## src/rtl/agu_scaled.sv

```systemverilog
module agu_scaled #(
  parameter int ADDR_W  = 64,
  parameter int DISP_W  = 32,
  parameter int SCALE_W = 2
) (
  input  logic               clk,
  input  logic               rst,
  input  logic               in_valid,
  output logic               in_ready,
  input  logic               disp_present,
  input  logic [DISP_W-1:0]  disp_val,
  input  logic               base_present,
  input  logic [ADDR_W-1:0]  base_val,
  input  logic               index_present,
  input  logic [ADDR_W-1:0]  index_val,
  input  logic               scale_present,
  input  logic [SCALE_W-1:0] scale_code,
  output logic               out_valid,
  input  logic               out_ready,
  output logic [ADDR_W-1:0]  ea_addr
);

  localparam int EXT_W = ADDR_W - DISP_W;

  logic [ADDR_W-1:0]  disp_term;
  logic [ADDR_W-1:0]  base_term;
  logic [ADDR_W-1:0]  index_term;
  logic [SCALE_W-1:0] shift_amt;
  logic [ADDR_W-1:0]  sum_next;
  logic               take_in;

  assign disp_term  = disp_present ? {{EXT_W{disp_val[DISP_W-1]}}, disp_val} : '0;
  assign base_term  = base_present ? base_val : '0;
  assign shift_amt  = scale_present ? scale_code : '0;
  assign index_term = index_present ? (index_val << shift_amt) : '0;
  assign sum_next   = disp_term + base_term + index_term;

  assign in_ready = !out_valid || out_ready;
  assign take_in  = in_valid && in_ready;

  always_ff @(posedge clk) begin
    if (rst) begin
      out_valid <= 1'b0;
      ea_addr   <= '0;
    end else if (take_in) begin
      out_valid <= 1'b1;
      ea_addr   <= sum_next;
    end else if (out_ready) begin
      out_valid <= 1'b0;
    end
  end

endmodule

```

## config.mk

```make
export PLATFORM = sky130hd
export DESIGN_NAME = agu_scaled
export DESIGN_NICKNAME = d
export VERILOG_FILES = /design/src/rtl/agu_scaled.sv
export SDC_FILE = /design/constraint.sdc
export NUM_CORES = 1
export LEC_CHECK = 0
export BUFFER_PORTS_ARGS = -buffer_cell sky130_fd_sc_hd__buf_2
export CAP_MARGIN = 20
export CORE_UTILIZATION = 35
export DETAILED_ROUTE_END_ITERATION = 10
export GPL_ROUTABILITY_DRIVEN = 0
export GPL_TIMING_DRIVEN = 1
export RECOVER_POWER = 100
export SLEW_MARGIN = 40
export SYNTH_ARGS = -nofsm -noshare
export SYNTH_HDL_FRONTEND = slang
export SYNTH_SLANG_ARGS = --single-unit
```

## constraint.sdc

```tcl
create_clock -name clk -period 13.1 [get_ports clk]
set_input_delay 1.31 -clock clk [delete_from_list [all_inputs] [get_ports clk]]
set_output_delay 1.31 -clock clk [all_outputs]
set_load 0.02 [all_outputs]
```

* Yosys cells after proc, flatten, opt, wreduce, memory -nomap -nowiden *
Cells that the tools add are included.

word-level totals
  register bits after elaboration = 65

operators by class
  add/sub/neg operators = 2
  multiplexer cells = 6
  reductions and logical operators = 4
  shift operators = 1

operators by type and width
  cell                                           count
  64-bit 2-to-1 mux                              3
  64-bit adder                                   2
  64-bit by 2-bit << shifter with 64-bit output  1
  1-bit 2-to-1 mux                               2
  2-bit 2-to-1 mux                               1
  2-bit nonzero test                             1
  1-bit logical AND                              1
  1-bit logical NOT                              1
  1-bit logical OR                               1

* Depth between registers and ports, before layout *
Gate-level depths: netlist of run 1.

  depth in word-level cells = 4
  depth in mapped cells = 18
  gate-level depth less buffers = 17

* Least setup slack after synthesis of run 1 *
OpenSTA, ideal clock, no wires.

  kind = input-to-reg
  start point = input scale_code[0]
  end point = register ea_addr[57]
  path slack = 7.640 ns
  stages = 17
  data required time = 12.983 ns
  data arrival time = 5.343 ns
  buffers on the path = 1
  setup time = 0.117 ns
  path through = nand2_1 > clkbuf_1 > mux2i_1 > o22a_1 > fa_1 > inv_1 > fa_1 > a211oi_2 > o211ai_1 > a221oi_2 > o211ai_1 > nand4b_1 > nand2_1 > a31oi_2 > nor3_1 > or3_1 > a32o_1

between the ends
  longest elaborated chain between the ends = 4

ends and longest elaborated chain
  element                                        RTL line  RTL
  from (decl)                                    17        input logic [SCALE_W-1:0] scale_code,
  2-bit 2-to-1 mux                               34        assign shift_amt = scale_present ? scale_code : '0;
  64-bit by 2-bit << shifter with 64-bit output  35        assign index_term = index_present ? (index_val << shift_amt) : '0;
  64-bit 2-to-1 mux                              35
  64-bit adder                                   36        assign sum_next = disp_term + base_term + index_term;
  to (signal assigned)                           47        ea_addr <= sum_next;
  to (decl)                                      20        output logic [ADDR_W-1:0] ea_addr

No other way between the ends.
A chain may end at the register's enable or synchronous reset.

* Worst setup path in the final report of run 1 *
  start point = input scale_present
  end point = register ea_addr[58]

between the ends
  longest elaborated chain between the ends = 4

ends and longest elaborated chain
  element                                        RTL line  RTL
  from (decl)                                    16        input logic scale_present,
  2-bit 2-to-1 mux                               34
  64-bit by 2-bit << shifter with 64-bit output  35
  64-bit 2-to-1 mux                              35
  64-bit adder                                   36

No other way between the ends.

==> flow_summary.toml, run 1 <==
[synth]
synth_seq_area_share_pct = 14.12
synth_top_area_share_pct = 14.12
avgSynthCellArea_sq_um = 7.452
synth_cell_types = 69
async_reset_ff_share_pct = 0
synth_ff_type = "dfxtp_1"
synth_edf_count = 0
yosysTopAreaCell = "dfxtp_1"
syn_nets = 1533
synth_warnings = 0
synth-seq-cells = 65
syn_inst = 1237
syn_area_sq_um = 9218
netlist_top_cells_area = "dfxtp_1 14%, fa_1 14%, nand2_1 9.6%"

[worst_setup_path]
crit_type = "in2reg"
r2r_slack_ns = 10.56
critPathLaunchType = "primary input"
regToRegEndpoint = "ea_addr[61]"
crit_arrival_ns = 9.20
worst_ep_required_time_ns = 13.33
cp_max_fo = 33
reg2reg_depth = 7
worstSetupEndpointType = "flop"
r2r-start = "out_valid"

[clock_network]
cts.reportedPaths.clkPinSlew_ns = 0.06
postCtsHoldBufs = 0
cts.repair.resized = 0
cts_htree_levels = 3
clock_latency_ns = 0.35
numCtsBuffers = 9
clock_sinks = 65
cts_root_buf = "clkbuf_16"
clock_path_buffers = 2
cts_setup_buffers = 0
cts_tree = "done"

[floorplan]
die_area_sq_um = 26990
die_w_um = 164.3
core_region_area_sq_um = 25910
num_rows = 59
ios = 236
start_util_pct = 35.57
die_h_um = 164.3

[outcome]
violations = "capacitance limit, slew limit"
status = "finished, violations left"

[detailed_routing]
drtAntennaViolNets = 0
wl_per_cell_um = 16.74
first_pass_iters = 5
viasPerCell = 5.356
drc = 0
drt_wl_total_mm = 29.49
drt_iter0_markers = 653
num_vias = 9438

[grt]
grt_overflow = 0
antenna_found_initial = 0
first_global_vias = 9129
grt_pass1_wl_mm = 46.64
grt_usage_pct = 21.73
grt_max_degree = 65

[pwr]
cellLeakagePower_nw = 5.428
swShare_pct = 44.53
ir_drop_mv = 0.05726
internal_power_mw = 0.6166
pwr-share-comb_pct = 53.6
seqPwrFrac_pct = 22.1
p_switching_mw = 0.4950
p_clk_share_pct = 24.3
power.density_nw_per_um2 = 103.0

[final_layout]
mostFrequentLayoutCells = "234 x nand2_1, 168 x buf_2, 131 x inv_1, 121 x a21oi_1, 69 x clkbuf_1"
diodes = 0
mostFrequentLayoutCell = "nand2_1"
area_growth_pct = 17.10
layout-drive-gt1-share_pct = 14.65
nets = 1718

[sta]
slew_viol_final = 119
tightest_slew_ns = 2.737
fin_setup_tns_ns = 0
period_needed_ns = 8.966
post-route-period-util_pct = 68.45
whs_ns = 0.4524
finalSetupViolCount = 0
rsz0062_at_grt = "no"
fin_worst_skew_ns = 0.006054
fmaxAchievable_mhz = 111.5
hold_viol_final = 0
max-slew-margin-rel_pct = -82.47

[place]
io_buffers = 235
post-dp-hpwl_mm = 23.21

[min_path]
hold_start = "ea_addr[41]"
min_path_type = "reg2reg"
min_to = "ea_addr[41]"
min_path_cells = 2

[job]
maxCapViolations = 3
## sequential cells by signal (all words and copies together), names as in the netlist
signal and cells:
ea_addr 64, out_valid 1
## power by group through the flow
stage / clock (mW) / combinational, mW / sequential, mW
CTS: 0.277 / 0.607 / 0.245
detailed placement: 0 / 0.603 / 0.249
finish: 0.270 / 0.596 / 0.245
global route: 0.286 / 0.665 / 0.249
floorplan: 0 / 0.400 / 0.281
global placement: 0 / 0.601 / 0.248
## metrics by stage
step | std cells | setup WS (ns) | power (mW) | util, % | area, sq um
2_1_floorplan | 1237 | 7.640 | 0.6811 | - | 9218
3_3_place_gp | 1746 | 6.824 | 0.8491 | 41.02 | 10630
3_5_place_dp | 1746 | 6.683 | 0.8518 | 41.03 | 10630
4_1_cts | 1762 | 6.999 | 1.129 | 42.28 | 10950
5_1_grt | 1762 | 3.786 | 1.199 | 41.66 | 10790
6_report | 1762 | 4.134 | 1.112 | 41.66 | 10790
## Yosys cell counts, types with 22 or more instances
master / instances
mux2i_1: 65
dfxtp_1: 65
a21o_1: 22
clkbuf_1: 60
a21oi_1: 118
ha_1: 62
nor2_1: 46
xnor2_1: 29
inv_1: 131
o21ai_0: 43
o22a_1: 54
fa_1: 64
nand2_1: 236
## final cells by class
cell class | count | area, sq um
inverters | 131 | 491.7
well taps | 335 | 419.2
repair buffers | 244 | 1152
fillers | 2767 | 15120
clock buffers | 12 | 266.5
clock inverters | 4 | 56.30
flip-flops and latches | 65 | 1301
multi-input cells | 971 | 7107
## critical path, stage by stage
cell	delay, ns
clkbuf_1	0.12
nand2_1	1.30
clkbuf_1	1.83
mux2i_1	0.40
o22a_1	0.31
fa_1	0.48
inv_1	0.04
ha_1	0.39
nand2_1	0.14
o31ai_1	0.34
a41oi_1	0.19
a311oi_1	0.48
a21oi_1	0.23
o21ai_0	0.59
a31o_4	0.27
a21oi_1	0.14
o2111a_1	0.27
a221o_1	0.26
## routing by layer
| layer | share of wire, % | GRT usage [%] |
|---|---|---|
| met1 | 47 | 29.41 |
| met4 | 2.4 | 8.207 |
| met3 | 5.5 | 2.045 |
| met2 | 45 | 35.54 |
| met5 | 0 | 0 |
## cells by family after synthesis
kind of cell / count (synthesis) / share of synthesized area, %
AND/OR/NAND/NOR: 395 / 18.79
AO/OA/AOI/OAI: 338 / 24.96
buffers and inverters: 201 / 8.294
adder cells (fa/ha/maj): 126 / 22.32
multiplexers: 65 / 7.058
flip-flops: 65 / 14.12
XOR/XNOR: 47 / 4.466
## how the worst max path moves through the flow
stage | slack, ns | cells past startpoint | end | from
2_1_floorplan | 7.64 | 17 | ea_addr[57] | scale_code[0]
3_3_place_gp | 6.82 | 17 | ea_addr[63] | scale_present
3_5_place_dp | 6.68 | 17 | ea_addr[63] | scale_present
4_1_cts | 7.00 | 17 | ea_addr[63] | scale_present
5_1_grt | 3.79 | 18 | ea_addr[63] | scale_present
6_report | 4.13 | 18 | ea_addr[58] | scale_present
Power figures use the tool's default switching activity.
==> run 2, diff against run 1 <==
- clock period: 13.1 -> 8.7 ns (I/O delays scaled with it)
==> run 2 against run 1 <==
The flow still finishes with violations (capacitance limit, slew limit). Final cell count did not move. Clock skew rose by 0.0027 ns. Die area did not move. Utilization rose by 0.14 points. Via count fell by 0.47%. Wire length rose by 0.23%. Count of clock-buffer cells in the layout fell by 2. Hold slack barely moved. Highest routed layer unchanged.
==> flow_summary.toml, run 2 (synthesis results as in run 1) <==
[clock_network]
numCtsBuffers = 9
clock_sinks = 65
clock_latency_ns = 0.35
cts_setup_buffers = 0
cts_tree = "done"
clock_path_buffers = 2
cts.reportedPaths.clkPinSlew_ns = 0.06
cts_root_buf = "clkbuf_16"
cts_htree_levels = 3
cts.repair.resized = 0
postCtsHoldBufs = 0

[place]
post-dp-hpwl_mm = 23.61
dp_slack_ns = 2.688
placed_cells = 1746
io_buffers = 235
dpl_cell_area_sq_um = 10630

[sta]
fin_ws_ns = 1.794
fin_setup_tns_ns = 0
fin_worst_skew_ns = 0.008789
max-slew-margin-rel_pct = -86.51
post-route-period-util_pct = 79.37
tightest_slew_ns = 2.798
slew_viol_final = 52
rsz0062_at_grt = "no"
finalSetupViolCount = 0
period_needed_ns = 6.906
fmaxAchievable_mhz = 144.8
hold_viol_final = 0
whs_ns = 0.4525

[worst_setup_path]
critPathLaunchType = "primary input"
worstSetupStartpoint = "scale_present"
r2r-start = "out_valid"
reg2reg_depth = 7
crit_end = "ea_addr[57]"
regToRegEndpoint = "ea_addr[61]"
r2r_slack_ns = 6.15
cp_max_fo = 34
crit_arrival_ns = 7.15
crit_type = "in2reg"
worst_ep_required_time_ns = 8.95
worstSetupEndpointType = "flop"

[grt]
grt_pass1_wl_mm = 47.06
grt_usage_pct = 22.00
grt_overflow = 0
antenna_found_initial = 0
grt_max_degree = 54
first_global_vias = 9231

[final_layout]
diodes = 0
nets = 1718
layout-drive-gt1-share_pct = 14.93
largest_register_ffs = 64
area_growth_pct = 17.48
mostFrequentLayoutCells = "233 x nand2_1, 168 x buf_2, 131 x inv_1, 121 x a21oi_1, 69 x clkbuf_1"
final_core_util_pct = 41.79
largest_register = "ea_addr"
top_regs = "ea_addr: 64 flops, out_valid: 1 flops"
mostFrequentLayoutCell = "nand2_1"
fillers = 2828
fin_area_sq_um = 10830
final_cells = 1762

[floorplan]
die_w_um = 164.3
num_rows = 59
die_area_sq_um = 26990
ios = 236
start_util_pct = 35.57
core_region_area_sq_um = 25910
die_h_um = 164.3

[pwr]
power.density_nw_per_um2 = 156.5
power.total_mw = 1.695
ir_drop_mv = 0.09190
cellLeakagePower_nw = 5.436

[detailed_routing]
drc = 0
wl_per_cell_um = 16.78
drt_wl_total_mm = 29.56
viasPerCell = 5.331
first_pass_iters = 5
drtAntennaViolNets = 0
drt_iter0_markers = 636
num_vias = 9394

[outcome]
violations = "capacitance limit, slew limit"
status = "finished, violations left"

[min_path]
min_path_type = "reg2reg"

[job]
maxCapViolations = 2
## run 2: where the power goes
| group | total, mW | leakage, nW | internal [mW] | switching (mW) |
|---|---|---|---|---|
| logic | 0.899 | 4.74 | 0.336 | 0.563 |
| clock network | 0.426 | 0.159 | 0.260 | 0.166 |
| registers | 0.370 | 0.535 | 0.342 | 0.0274 |
| total | 1.70 | 5.44 | 0.939 | 0.756 |
## run 2: layout make-up
type,count,area [sq um],area share [%]
repair buffers,244,1152,10.64
well taps,335,419.2,3.871
inverters,131,491.7,4.541
multi-input cells,971,7136,65.89
clock buffers,10,239.0,2.207
clock inverters,6,90.09,0.8319
flip-flops and latches,65,1301,12.02
## run 2: layer usage
metal	part of all wire (%)	GRT usage (%)	wire [um]
met4	1.8	6.860	539
met3	5.3	2.778	1563
met5	0	0	0
met2	45	36.27	13380
met1	48	29.66	14080
## run 2: worst max-delay path, cell delays in order
cell and delay (ns):
clkbuf_1 0.21, nand2_1 0.08, nand2_1 0.97, clkbuf_1 1.15, nor2_1 0.19, fa_1 0.48, ha_1 0.24, fa_1 0.43
a211oi_1 0.34, o211ai_1 0.20, a221oi_2 0.46, o211ai_1 0.22, nand4b_1 0.22, nand2_1 0.15, a31oi_2 0.23, nor3_1 0.10
or3_1 0.32, a32o_1 0.25
## run 2: worst min path at each step
stage                 from          end  slack (ns)  cells after the start
2_1_floorplan  ea_addr[10]  ea_addr[10]        0.53                      2
3_3_place_gp   ea_addr[39]  ea_addr[39]        0.43                      2
3_5_place_dp   ea_addr[24]  ea_addr[24]        0.44                      2
4_1_cts        ea_addr[41]  ea_addr[41]        0.45                      2
5_1_grt        ea_addr[40]  ea_addr[40]        0.47                      2
6_report       ea_addr[21]  ea_addr[21]        0.45                      2
==> run 3, diff against run 2 <==
- clock period: 8.7 -> 6.1 ns (I/O delays scaled with it)
==> run 3 against run 2 <==
Die area unchanged. Via count increased by 2.0%. Sequential share of layout area decreased by 0.11 points. Combinational power increased by 45%. Global-route usage increased by 0.35 points. Final area increased by 0.90%. Hold slack got worse by 0.0011 ns. First-iteration DRC count increased by 9.3%. Register-to-register slack got worse by 2.4 ns. Utilization increased by 0.38 points. The flow still finishes with violations (capacitance limit, slew limit). Sequential cell count unchanged. Highest routed layer unchanged. Largest power group unchanged.
==> flow_summary.toml, run 3 (synthesis results as in run 1) <==
[clock_network]
cts_setup_buffers = 0
cts.repair.resized = 0
clock_sinks = 65
numCtsBuffers = 9
postCtsHoldBufs = 0
cts_tree = "done"
clock_path_buffers = 2
cts_root_buf = "clkbuf_16"
clock_latency_ns = 0.35
cts.reportedPaths.clkPinSlew_ns = 0.06
cts_htree_levels = 3

[floorplan]
start_util_pct = 35.57
ios = 236
core_region_area_sq_um = 25910
die_w_um = 164.3
num_rows = 59
die_h_um = 164.3
die_area_sq_um = 26990

[sta]
fin_worst_skew_ns = 0.01229
max-slew-margin-rel_pct = -51.54
slew_viol_final = 42
tightest_slew_ns = 2.273
fin_setup_tns_ns = 0
hold_viol_final = 0
period_needed_ns = 5.486
rsz0062_at_grt = "no"
fmaxAchievable_mhz = 182.3
post-route-period-util_pct = 89.94
finalSetupViolCount = 0

[place]
io_buffers = 235
placed_cells = 1753
dpl_cell_area_sq_um = 10710
post-dp-hpwl_mm = 24.38

[final_layout]
mostFrequentLayoutCell = "nand2_1"
nets = 1725
layout-drive-gt1-share_pct = 15.35
mostFrequentLayoutCells = "233 x nand2_1, 168 x buf_2, 131 x inv_1, 119 x a21oi_1, 70 x clkbuf_1"
largest_register = "ea_addr"
multiInputGateArea_sq_um = 7154
diodes = 0
largest_register_ffs = 64
area_growth_pct = 18.54
fin_area_sq_um = 10930
register_area_sq_um = 1301
top_regs = "ea_addr: 64 flops, out_valid: 1 flops"
final_cells = 1768
fillers = 2767

[grt]
grt_pass1_wl_mm = 47.61
grt_overflow = 0
grt_usage_pct = 22.35
grt_max_degree = 54
antenna_found_initial = 0
first_global_vias = 9438

[worst_setup_path]
critPathTopFamily = "compound AO/OA/AOI/OAI gates"
cp_max_fo = 24
cp_common_cell = "nand2_1"
slowest_delay_ns = 0.69
cp_cell_sequence = "buf_2, nand2_1, nand2_1, buf_4, o22ai_1, fa_1, ha_1, nand2_1, o21ai_0, nand2_1, a311oi_1, a21oi_2, o21ai_4, a31o_4, a21oi_2, o2111a_1, a221o_1"
crit_arrival_ns = 5.71
worst_ep_required_time_ns = 6.32
crit_path_top_delay_cell = "a311oi_1"
cp_num_buf_inv = 2
critPathLaunchType = "primary input"
r2r_slack_ns = 3.71
worstSetupEndpointType = "flop"
crit_type = "in2reg"

[pwr]
power.density_nw_per_um2 = 222.5
cellLeakagePower_nw = 5.489
ir_drop_mv = 0.09284

[detailed_routing]
viasPerCell = 5.417
num_vias = 9578
drt_wl_total_mm = 30.29
drt_iter0_markers = 695
first_pass_iters = 5
drc = 0
drtAntennaViolNets = 0
wl_per_cell_um = 17.13

[outcome]
violations = "capacitance limit, slew limit"
status = "finished, violations left"

[min_path]
min_path_type = "reg2reg"

[job]
maxCapViolations = 1
## run 3: cell count changes in the layout (fill, tap and decap cells not counted), sizes merged
| cell | delta |
|---|---|
| clkinv | -2 |
| buf | +7 |
| clkinvlp | -1 |
| clkbuf | +3 |
| inv | -1 |
## run 3: stage by stage
stage | hold slack, ns | power [mW] | utilization [%] | worst slack (ns)
3_5_place_dp | 0.4429 | 1.837 | 41.32 | 0.7012
3_3_place_gp | 0.4317 | 1.830 | 41.32 | 0.7950
5_1_grt | 0.4694 | 2.619 | 42.17 | 0.4138
6_report | 0.4514 | 2.431 | 42.17 | 0.6139
2_1_floorplan | 0.5302 | 1.463 | - | 1.340
4_1_cts | 0.4498 | 2.455 | 42.60 | 1.042
## run 3: per-layer routing
| layer | track usage [%] | vias up | part of all wire [%] |
|---|---|---|---|
| met1 | 30.83 | 4495 | 47 |
| li1 | - | 4660 | - |
| met5 | 0 | - | 0 |
| met2 | 35.29 | 379 | 44 |
| met4 | 7.955 | 0 | 2.2 |
| met3 | 3.131 | 44 | 6.9 |
## run 3: tightest hold or removal path, delay by kind of cell, from the launching register on
family	cells	cell delay [ns]
flops	1	0.30
compound gates	1	0.05
simple gates	1	0.05
## run 3: power breakdown
group / internal [mW] / leakage, nW / total (mW) / switching (mW)
clock: 0.390 / 0.162 / 0.606 / 0.216
combinational: 0.485 / 4.79 / 1.30 / 0.811
sequential: 0.488 / 0.535 / 0.529 / 0.0407
total: 1.36 / 5.49 / 2.43 / 1.07
## run 3: worst paths after layout
check	start	endpoint	depth (start not counted)
max	scale_present	ea_addr[58]	17
min	ea_addr[26]	ea_addr[26]	2
max reg2reg	out_valid	ea_addr[53]	6
min reg2reg	ea_addr[26]	ea_addr[26]	2
## run 3: area by class of cell
class	count	area share, %
inverter	131	4.500
clock buffer	13	2.473
sequential	65	11.91
clock inverter	2	0.5496
multi-input combinational	971	65.48
timing repair buffer	251	11.26
tap	335	3.836
